### config.mk
export PLATFORM = sky130hd
export DESIGN_NAME = brk_ret_sel
export DESIGN_NICKNAME = d
export VERILOG_FILES = /design/src/rtl/brk_pkg.sv /design/src/rtl/brk_addr_pick.sv /design/src/rtl/brk_wait_ctl.sv /design/src/rtl/brk_ret_sel.sv
export SDC_FILE = /design/constraint.sdc
export NUM_CORES = 1
export LEC_CHECK = 0
export BUFFER_PORTS_ARGS = -buffer_cell sky130_fd_sc_hd__buf_2
export CAP_MARGIN = 15
export CORE_MARGIN = 2
export CORE_UTILIZATION = 42
export CTS_BUF_LIST = sky130_fd_sc_hd__clkbuf_16
export DETAILED_ROUTE_END_ITERATION = 8
export PLACE_DENSITY = 0.77
export SLEW_MARGIN = 20
export SYNTH_ARGS = -nofsm -noshare
export SYNTH_HDL_FRONTEND = slang
export SYNTH_HIERARCHICAL = 1
export SYNTH_SLANG_ARGS = --single-unit
export TNS_END_PERCENT = 1
### constraint.sdc
create_clock -name clk -period 1.6 [get_ports clk]
set_clock_uncertainty 0.2 [all_clocks]
set_input_delay 0.16 -clock clk [delete_from_list [all_inputs] [get_ports clk]]
set_output_delay 0.16 -clock clk [all_outputs]
set_load 0.005 [all_outputs]
### src/rtl/brk_pkg.sv
package brk_pkg;
  typedef enum logic [1:0] {
    W_IDLE = 2'd0,
    W_BND  = 2'd1,
    W_TGT  = 2'd2
  } wait_e;
endpackage

### src/rtl/brk_addr_pick.sv
module brk_addr_pick
  import brk_pkg::*;
#(
  parameter int AW    = 32,
  parameter int ALIGN = 1
) (
  input  logic          mode_after,
  input  logic          is_dbr,
  input  logic          is_slot,
  input  logic [AW-1:0] insn_addr,
  input  logic [AW-1:0] next_addr,
  input  logic [AW-1:0] tgt_addr,
  input  logic [AW-1:0] owner_addr,
  output logic [AW-1:0] sel_addr,
  output logic          sel_sup,
  output wait_e         sel_wait
);
  logic [AW-1:0] raw;
  logic          branchy;

  assign branchy = is_dbr | is_slot;

  always_comb begin
    if (!mode_after) begin
      raw      = is_slot ? owner_addr : insn_addr;
      sel_sup  = 1'b1;
      sel_wait = W_IDLE;
    end else begin
      raw      = branchy ? tgt_addr : next_addr;
      sel_sup  = 1'b0;
      sel_wait = branchy ? W_TGT : W_BND;
    end
  end

  generate
    if (ALIGN > 0) begin : g_align
      assign sel_addr = {raw[AW-1:ALIGN], {ALIGN{1'b0}}};
    end else begin : g_raw
      assign sel_addr = raw;
    end
  endgenerate
endmodule

### src/rtl/brk_wait_ctl.sv
module brk_wait_ctl
  import brk_pkg::*;
(
  input  logic  clk,
  input  logic  rst,
  input  logic  load,
  input  wait_e load_wait,
  input  logic  boundary,
  input  logic  tgt_fetch,
  output logic  take
);
  wait_e state;

  always_ff @(posedge clk) begin
    if (rst) begin
      state <= W_IDLE;
      take  <= 1'b0;
    end else begin
      take <= 1'b0;
      if (load) begin
        state <= load_wait;
        take  <= (load_wait == W_IDLE);
      end else begin
        case (state)
          W_BND: if (boundary) begin
            state <= W_IDLE;
            take  <= 1'b1;
          end
          W_TGT: if (tgt_fetch) begin
            state <= W_IDLE;
            take  <= 1'b1;
          end
          default: state <= W_IDLE;
        endcase
      end
    end
  end
endmodule

### src/rtl/brk_ret_sel.sv
module brk_ret_sel
  import brk_pkg::*;
#(
  parameter int AW    = 32,
  parameter int ALIGN = 1
) (
  input  logic          clk,
  input  logic          rst,
  input  logic          match_vld,
  input  logic          mode_after,
  input  logic          is_dbr,
  input  logic          is_slot,
  input  logic [AW-1:0] insn_addr,
  input  logic [AW-1:0] next_addr,
  input  logic [AW-1:0] tgt_addr,
  input  logic [AW-1:0] owner_addr,
  input  logic          boundary,
  input  logic          tgt_fetch,
  output logic [AW-1:0] save_addr,
  output logic          suppress,
  output logic          take
);
  logic [AW-1:0] sel_addr;
  logic          sel_sup;
  wait_e         sel_wait;

  brk_addr_pick #(.AW(AW), .ALIGN(ALIGN)) u_pick (
    .mode_after (mode_after),
    .is_dbr     (is_dbr),
    .is_slot    (is_slot),
    .insn_addr  (insn_addr),
    .next_addr  (next_addr),
    .tgt_addr   (tgt_addr),
    .owner_addr (owner_addr),
    .sel_addr   (sel_addr),
    .sel_sup    (sel_sup),
    .sel_wait   (sel_wait)
  );

  brk_wait_ctl u_wait (
    .clk       (clk),
    .rst       (rst),
    .load      (match_vld),
    .load_wait (sel_wait),
    .boundary  (boundary),
    .tgt_fetch (tgt_fetch),
    .take      (take)
  );

  always_ff @(posedge clk) begin
    if (rst) begin
      save_addr <= '0;
      suppress  <= 1'b0;
    end else if (match_vld) begin
      save_addr <= sel_addr;
      suppress  <= sel_sup;
    end
  end
endmodule

==> results of run 1 <==
-- flip-flops by register name, indices dropped and copies added (netlist names) --
register,cells
save_addr,32
suppress,1
u_wait/take,1
u_wait/state,2
-- layout make-up --
type	instances	share of cell area
clock inverters	2	0.00220
clock buffers	5	0.0366
flip-flops and latches	36	0.211
multi-input cells	206	0.430
repair buffers	179	0.288
well taps	72	0.0264
inverters	5	0.00549
-- stage by stage --
step	total power, mW	hold WS (ps)	instance area, um2	worst slack, ps	cells
floorplan	1.40	22.4	2450	246	273
global placement	1.64	198	3270	99.3	496
detailed placement	1.66	207	3270	64.3	496
CTS	2.54	104	3420	115	505
global route	2.67	139	3420	26.4	505
finish	2.51	111	3420	117	505
-- cells in the final DEF (no fill, tap or decap), types with 4 or more instances in the layout --
cell type,count
a211oi_1,31
a21oi_1,31
buf_12,4
buf_2,165
buf_4,8
clkbuf_16,5
dfxtp_1,36
inv_1,5
mux2i_1,64
nor2_1,36
nor2b_1,32
-- path summary, 6_finish.rpt --
check | from | to
min reg2reg | save_addr[15] | save_addr[15]
max | match_vld | save_addr[11]
min | owner_addr[26] | save_addr[26]
max reg2reg | u_wait/state[0] | u_wait/take
-- worst register-to-register path: cells and delay by family, from the launching register on --
family	cells	cell delay (ps)
and+or+nand+nor	1	370
DFF	1	350
adders and majority gates	1	280
AOI/OAI and AO/OA	1	120
buffers and inverters	1	50
-- synthesized netlist by cell type --
cell type / number / area share
a211oi_1: 31 / 0.095
a21oi_1: 31 / 0.063
a21oi_2: 1 / 0.0036
a22oi_1: 1 / 0.0031
a32o_1: 2 / 0.0082
buf_12: 6 / 0.049
buf_2: 3 / 0.0061
buf_4: 2 / 0.0061
buf_6: 5 / 0.023
clkbuf_1: 9 / 0.014
clkbuf_2: 1 / 0.0020
conb_1: 1 / 0.0015
dfxtp_1: 36 / 0.29
ha_1: 2 / 0.010
inv_1: 5 / 0.0076
mux2i_1: 64 / 0.26
nand2_1: 1 / 0.0015
nor2_1: 36 / 0.055
nor2_8: 1 / 0.0082
nor2b_1: 32 / 0.082
nor3_1: 1 / 0.0020
o22ai_1: 1 / 0.0026
or3_1: 1 / 0.0026
-- routing by layer --
metal,up-vias,global-route usage
li1,1292,-
met1,1131,0.198
met2,99,0.387
met3,8,0.0596
met4,0,0.0644
met5,-,0
-- report_power, final --
group | leakage, nW | switching [mW] | internal (mW)
clock network | 0.0648 | 0.313 | 0.555
logic | 1.35 | 0.291 | 0.352
registers | 0.297 | 0.0304 | 0.965
total | 1.71 | 0.634 | 1.87
-- cells by family (layout without fill, tap and decap cells) --
logic type,Yosys count,count (layout),share of synthesized area
buffers and inverters,31,191,0.108
adders and majority gates,2,2,0.0102
AOI/OAI and AO/OA,67,67,0.175
DFF,36,36,0.294
muxes,64,64,0.261
other,1,1,0.00153
and+or+nand+nor,72,72,0.151
==> flow_metrics.py, run 1 <==
metrics = {
    "final_layout": {
        "fillers": 489,
        "fin_util": 0.613,
        "num_antenna_cells": 0,
        "register_area_um2": 721,
        "nets": 571,
        "multi_input_area_mm2": 0.00147,
        "areaGrowthSynthToFinish_pct": 39.2,
        "drive_gt1_frac": 0.425,
    },
    "setup_path": {
        "ff2ff_path_depth": 4,
        "crit_cells": 5,
        "r2r_setup_slack_ps": 170,
        "arrival_ps": 1440,
        "crit_path_max_incr_delay_ps": 520,
        "required_ps": 1550,
        "cp_max_fo": 18,
        "cp_num_buf_inv": 3,
        "cp_top_family": "buffers and inverters",
        "path_cells": "dlygate4sd3_1, buf_2, buf_4, mux2i_1, nor2_1",
        "critPathKind": "in2reg",
        "critPathLaunchType": "input port",
        "cp-end-kind": "flop",
        "slowest_stage": "dlygate4sd3_1",
    },
    "route": {
        "top_layer_used": "met4",
        "route.met2.wl_um": 3290,
        "drtPass1Iterations": 4,
        "avgRoutedWirePerCell_um": 12.5,
        "antenna_left": 0,
        "route.met3.wl_um": 512,
        "route.detailed.drc": 0,
        "wl_met1_um": 2400,
        "drt-total-wl_um": 6290,
        "via_per_inst": 5.01,
        "vias": 2530,
        "drt_iter0_drc": 20,
    },
    "clock_tree": {
        "cts_tree": "yes",
        "root_buffer": "clkbuf_16",
        "insertion_delay_ps": 270,
        "ctsHoldBuffers": 2,
        "htreeDepth": 2,
        "post-cts-setup-buffers": 0,
        "clock_path_buffers": 2,
        "cts_resized": 0,
        "cts.clk_slew.worst_paths_ps": 50,
        "cts_buffers": 5,
        "clock_sinks": 36,
    },
    "synthesis": {
        "synth.cell_area_mm2": 0.00245,
        "syn_area_per_cell_um2": 8.99,
        "ys_warn_count": 6,
        "synth.distinct_cells": 23,
        "ys_seq_area_frac": 0.294,
        "netlist_instances": 273,
        "synth_seq_cells": 36,
        "synth_nets": 411,
    },
    "power": {
        "ir_drop_mv": 0.509,
        "p_leak_nw": 1.71,
        "p_per_area_mw_per_mm2": 733,
    },
    "die": {
        "rows": 27,
        "ioPinCount": 170,
        "core_mm2": 0.00557,
        "dieWidth_um": 80.5,
        "dieArea_mm2": 0.00647,
        "initial_core_util": 0.440,
        "die_y_um": 80.5,
    },
    "global_route": {
        "grt_pass1_vias": 2412,
        "grt_max_degree": 34,
        "grt-ovfl-total": 0,
        "grt_pass1_wl_um": 10200,
        "antenna_found_initial": 0,
        "grt_usage": 0.199,
    },
    "sta": {
        "slew_violations": 0,
        "rsz0062_at_grt": "false",
        "setup_tns_ps": 0,
        "setup_viol": 0,
        "fin_crit_sh": 0.927,
        "hold_viol": 0,
        "clock.fmax_mhz": 674,
        "fin_crit_ps": 1480,
    },
    "placement": {
        "gp_congestion": 0.826,
        "port_buffers": 165,
        "dp_hpwl_um": 5100,
    },
    "run": {
        "max-cap-violations": 0,
    },
    "worst_hold_path": {
        "hp-class": "in2reg",
        "hold_depth": 5,
    },
    "outcome": {
        "status": "finished, final reports clean",
    },
}
(Power assumes the default switching activity.)
==> run 2: changes to the inputs <==
- BUFFER_PORTS_ARGS: -buffer_cell sky130_fd_sc_hd__buf_2 -> -buffer_cell sky130_fd_sc_hd__buf_4
==> run 2 against run 1 <==
Net effect: clock-buffer cell count unchanged; largest power group unchanged; hold slack worse by 92 ps; maximum frequency rose by 3.3%; cell count fell by 0.99%; critical path type is now reg2reg.
==> flow_metrics.py, run 2 (same netlist as run 1, synthesis figures left out) <==
metrics = {
    "global_route": {
        "grt_max_degree": 38,
        "grt_usage": 0.216,
        "grt_pass1_vias": 2454,
        "grt-ovfl-total": 0,
        "grt_pass1_wl_um": 11000,
        "antenna_found_initial": 0,
    },
    "clock_tree": {
        "clock_path_buffers": 2,
        "cts.clk_slew.worst_paths_ps": 50,
        "root_buffer": "clkbuf_16",
        "post-cts-setup-buffers": 0,
        "htreeDepth": 2,
        "cts_tree": "yes",
        "cts_buffers": 5,
        "clock_sinks": 36,
        "insertion_delay_ps": 270,
        "cts_resized": 0,
        "ctsHoldBuffers": 0,
    },
    "setup_path": {
        "cp_max_fo": 3,
        "cp_num_buf_inv": 1,
        "crit_start": "u_wait/state[0]",
        "slowest_stage": "or3_1",
        "timing.rr.start": "u_wait/state[0]",
        "r2r_setup_slack_ps": 160,
        "cp_top_family": "simple AND/OR/NAND/NOR gates",
        "ff2ff_path_depth": 4,
        "critPathKind": "reg2reg",
        "path_cells": "inv_1, ha_1, or3_1, a21oi_2",
        "required_ps": 1610,
        "crit_cells": 4,
        "arrival_ps": 1440,
        "critPathLaunchType": "flop",
        "timing.rr.end": "u_wait/take",
        "cp-end-kind": "flop",
        "crit_path_max_incr_delay_ps": 370,
        "crit_end": "u_wait/take",
    },
    "sta": {
        "worstMarginPinSlew_ps": 602,
        "rsz0062_at_grt": "false",
        "fin_crit_ps": 1440,
        "hold_viol": 0,
        "fin_crit_sh": 0.898,
        "slew_violations": 0,
        "setup_tns_ps": 0,
        "max_slew_margin": 0.599,
        "clock.fmax_mhz": 696,
        "setup_ws_ps": 164,
        "setup_viol": 0,
    },
    "route": {
        "via_per_inst": 5.04,
        "route.detailed.drc": 0,
        "drt-total-wl_um": 6950,
        "antenna_left": 0,
        "drtPass1Iterations": 4,
        "drt_iter0_drc": 75,
        "vias": 2518,
        "avgRoutedWirePerCell_um": 13.9,
    },
    "final_layout": {
        "largest_register": "save_addr",
        "drive_gt1_frac": 0.425,
        "final_cell_mix": "169 x buf_4, 64 x mux2i_1, 36 x nor2_1, 36 x dfxtp_1, 32 x nor2b_1",
        "reg_top3": "save_addr (32), u_wait/state (2)",
        "num_antenna_cells": 0,
        "areaGrowthSynthToFinish_pct": 54.3,
        "fin_cells": 500,
        "final_common_cell": "buf_4",
        "nets": 565,
        "largest_register_ffs": 32,
    },
    "die": {
        "die_y_um": 80.5,
        "ioPinCount": 170,
        "dieWidth_um": 80.5,
        "dieArea_mm2": 0.00647,
        "rows": 27,
        "core_mm2": 0.00557,
        "initial_core_util": 0.440,
    },
    "placement": {
        "port_buffers": 165,
        "dp_hpwl_um": 5580,
        "gp_congestion": 0.790,
        "dpl.cell_count": 492,
        "dp_slack_ps": 101,
    },
    "power": {
        "p_per_area_mw_per_mm2": 704,
        "ir_drop_mv": 0.646,
        "p_leak_nw": 1.81,
    },
    "worst_hold_path": {
        "hp-start": "rst",
        "hp-class": "in2reg",
    },
    "run": {
        "max-cap-violations": 0,
    },
    "outcome": {
        "status": "finished, final reports clean",
    },
}
[run 2: cell types whose count changed in the layout (fill, tap and decap cells not counted)]
cell           delta
dlygate4sd3_1     -2
buf_4           +161
clkinv_2          +2
buf_2           -165
clkinv_1          -1
[run 2: stage by stage]
step | instance area, um2 | total power, mW | util | hold slack (ps)
3_5_place_dp | 3650 | 1.79 | 0.655 | 287
5_1_grt | 3790 | 2.83 | 0.679 | 27.2
4_1_cts | 3790 | 2.70 | 0.679 | 26.1
6_report | 3790 | 2.67 | 0.679 | 18.8
2_1_floorplan | 2450 | 1.40 | - | 22.4
3_3_place_gp | 3650 | 1.76 | 0.655 | 273
[run 2: worst register-to-register path: cells and delay by family, from the launching register on]
family	cells	cell delay (ps)
flip-flops	1	360
adder cells (fa/ha/maj)	1	270
buffers and inverters	1	60
AND/OR/NAND/NOR	1	370
AO/OA/AOI/OAI	1	120
[run 2: cell type report]
type	instances	area, um2
inverter	5	18.8
clock inverter	3	13.8
sequential	36	721
fill	509	1790
tap	72	90.1
clock buffer	5	125
multi-input combinational	206	1470
timing repair buffer	173	1350
[run 2: how the worst min path moves through the flow]
stage	slack (ps)	to	depth (start not counted)
2_1_floorplan	20	u_wait/take	1
3_3_place_gp	270	save_addr[26]	2
3_5_place_dp	290	save_addr[13]	2
4_1_cts	30	save_addr[26]	2
5_1_grt	30	save_addr[26]	2
6_report	20	save_addr[25]	2
[run 2: report_power, final]
part,internal [mW],switching (mW)
clock,0.564,0.342
sequential,0.964,0.0355
combinational,0.463,0.296
total,1.99,0.674
[run 2: routing by layer]
layer / up-vias / global-route usage / wire (um)
li1: 1285 / - / -
met1: 1133 / 0.221 / 2460
met2: 92 / 0.419 / 3790
met3: 8 / 0.0607 / 603
met4: 0 / 0.0627 / 91
met5: - / 0 / 0
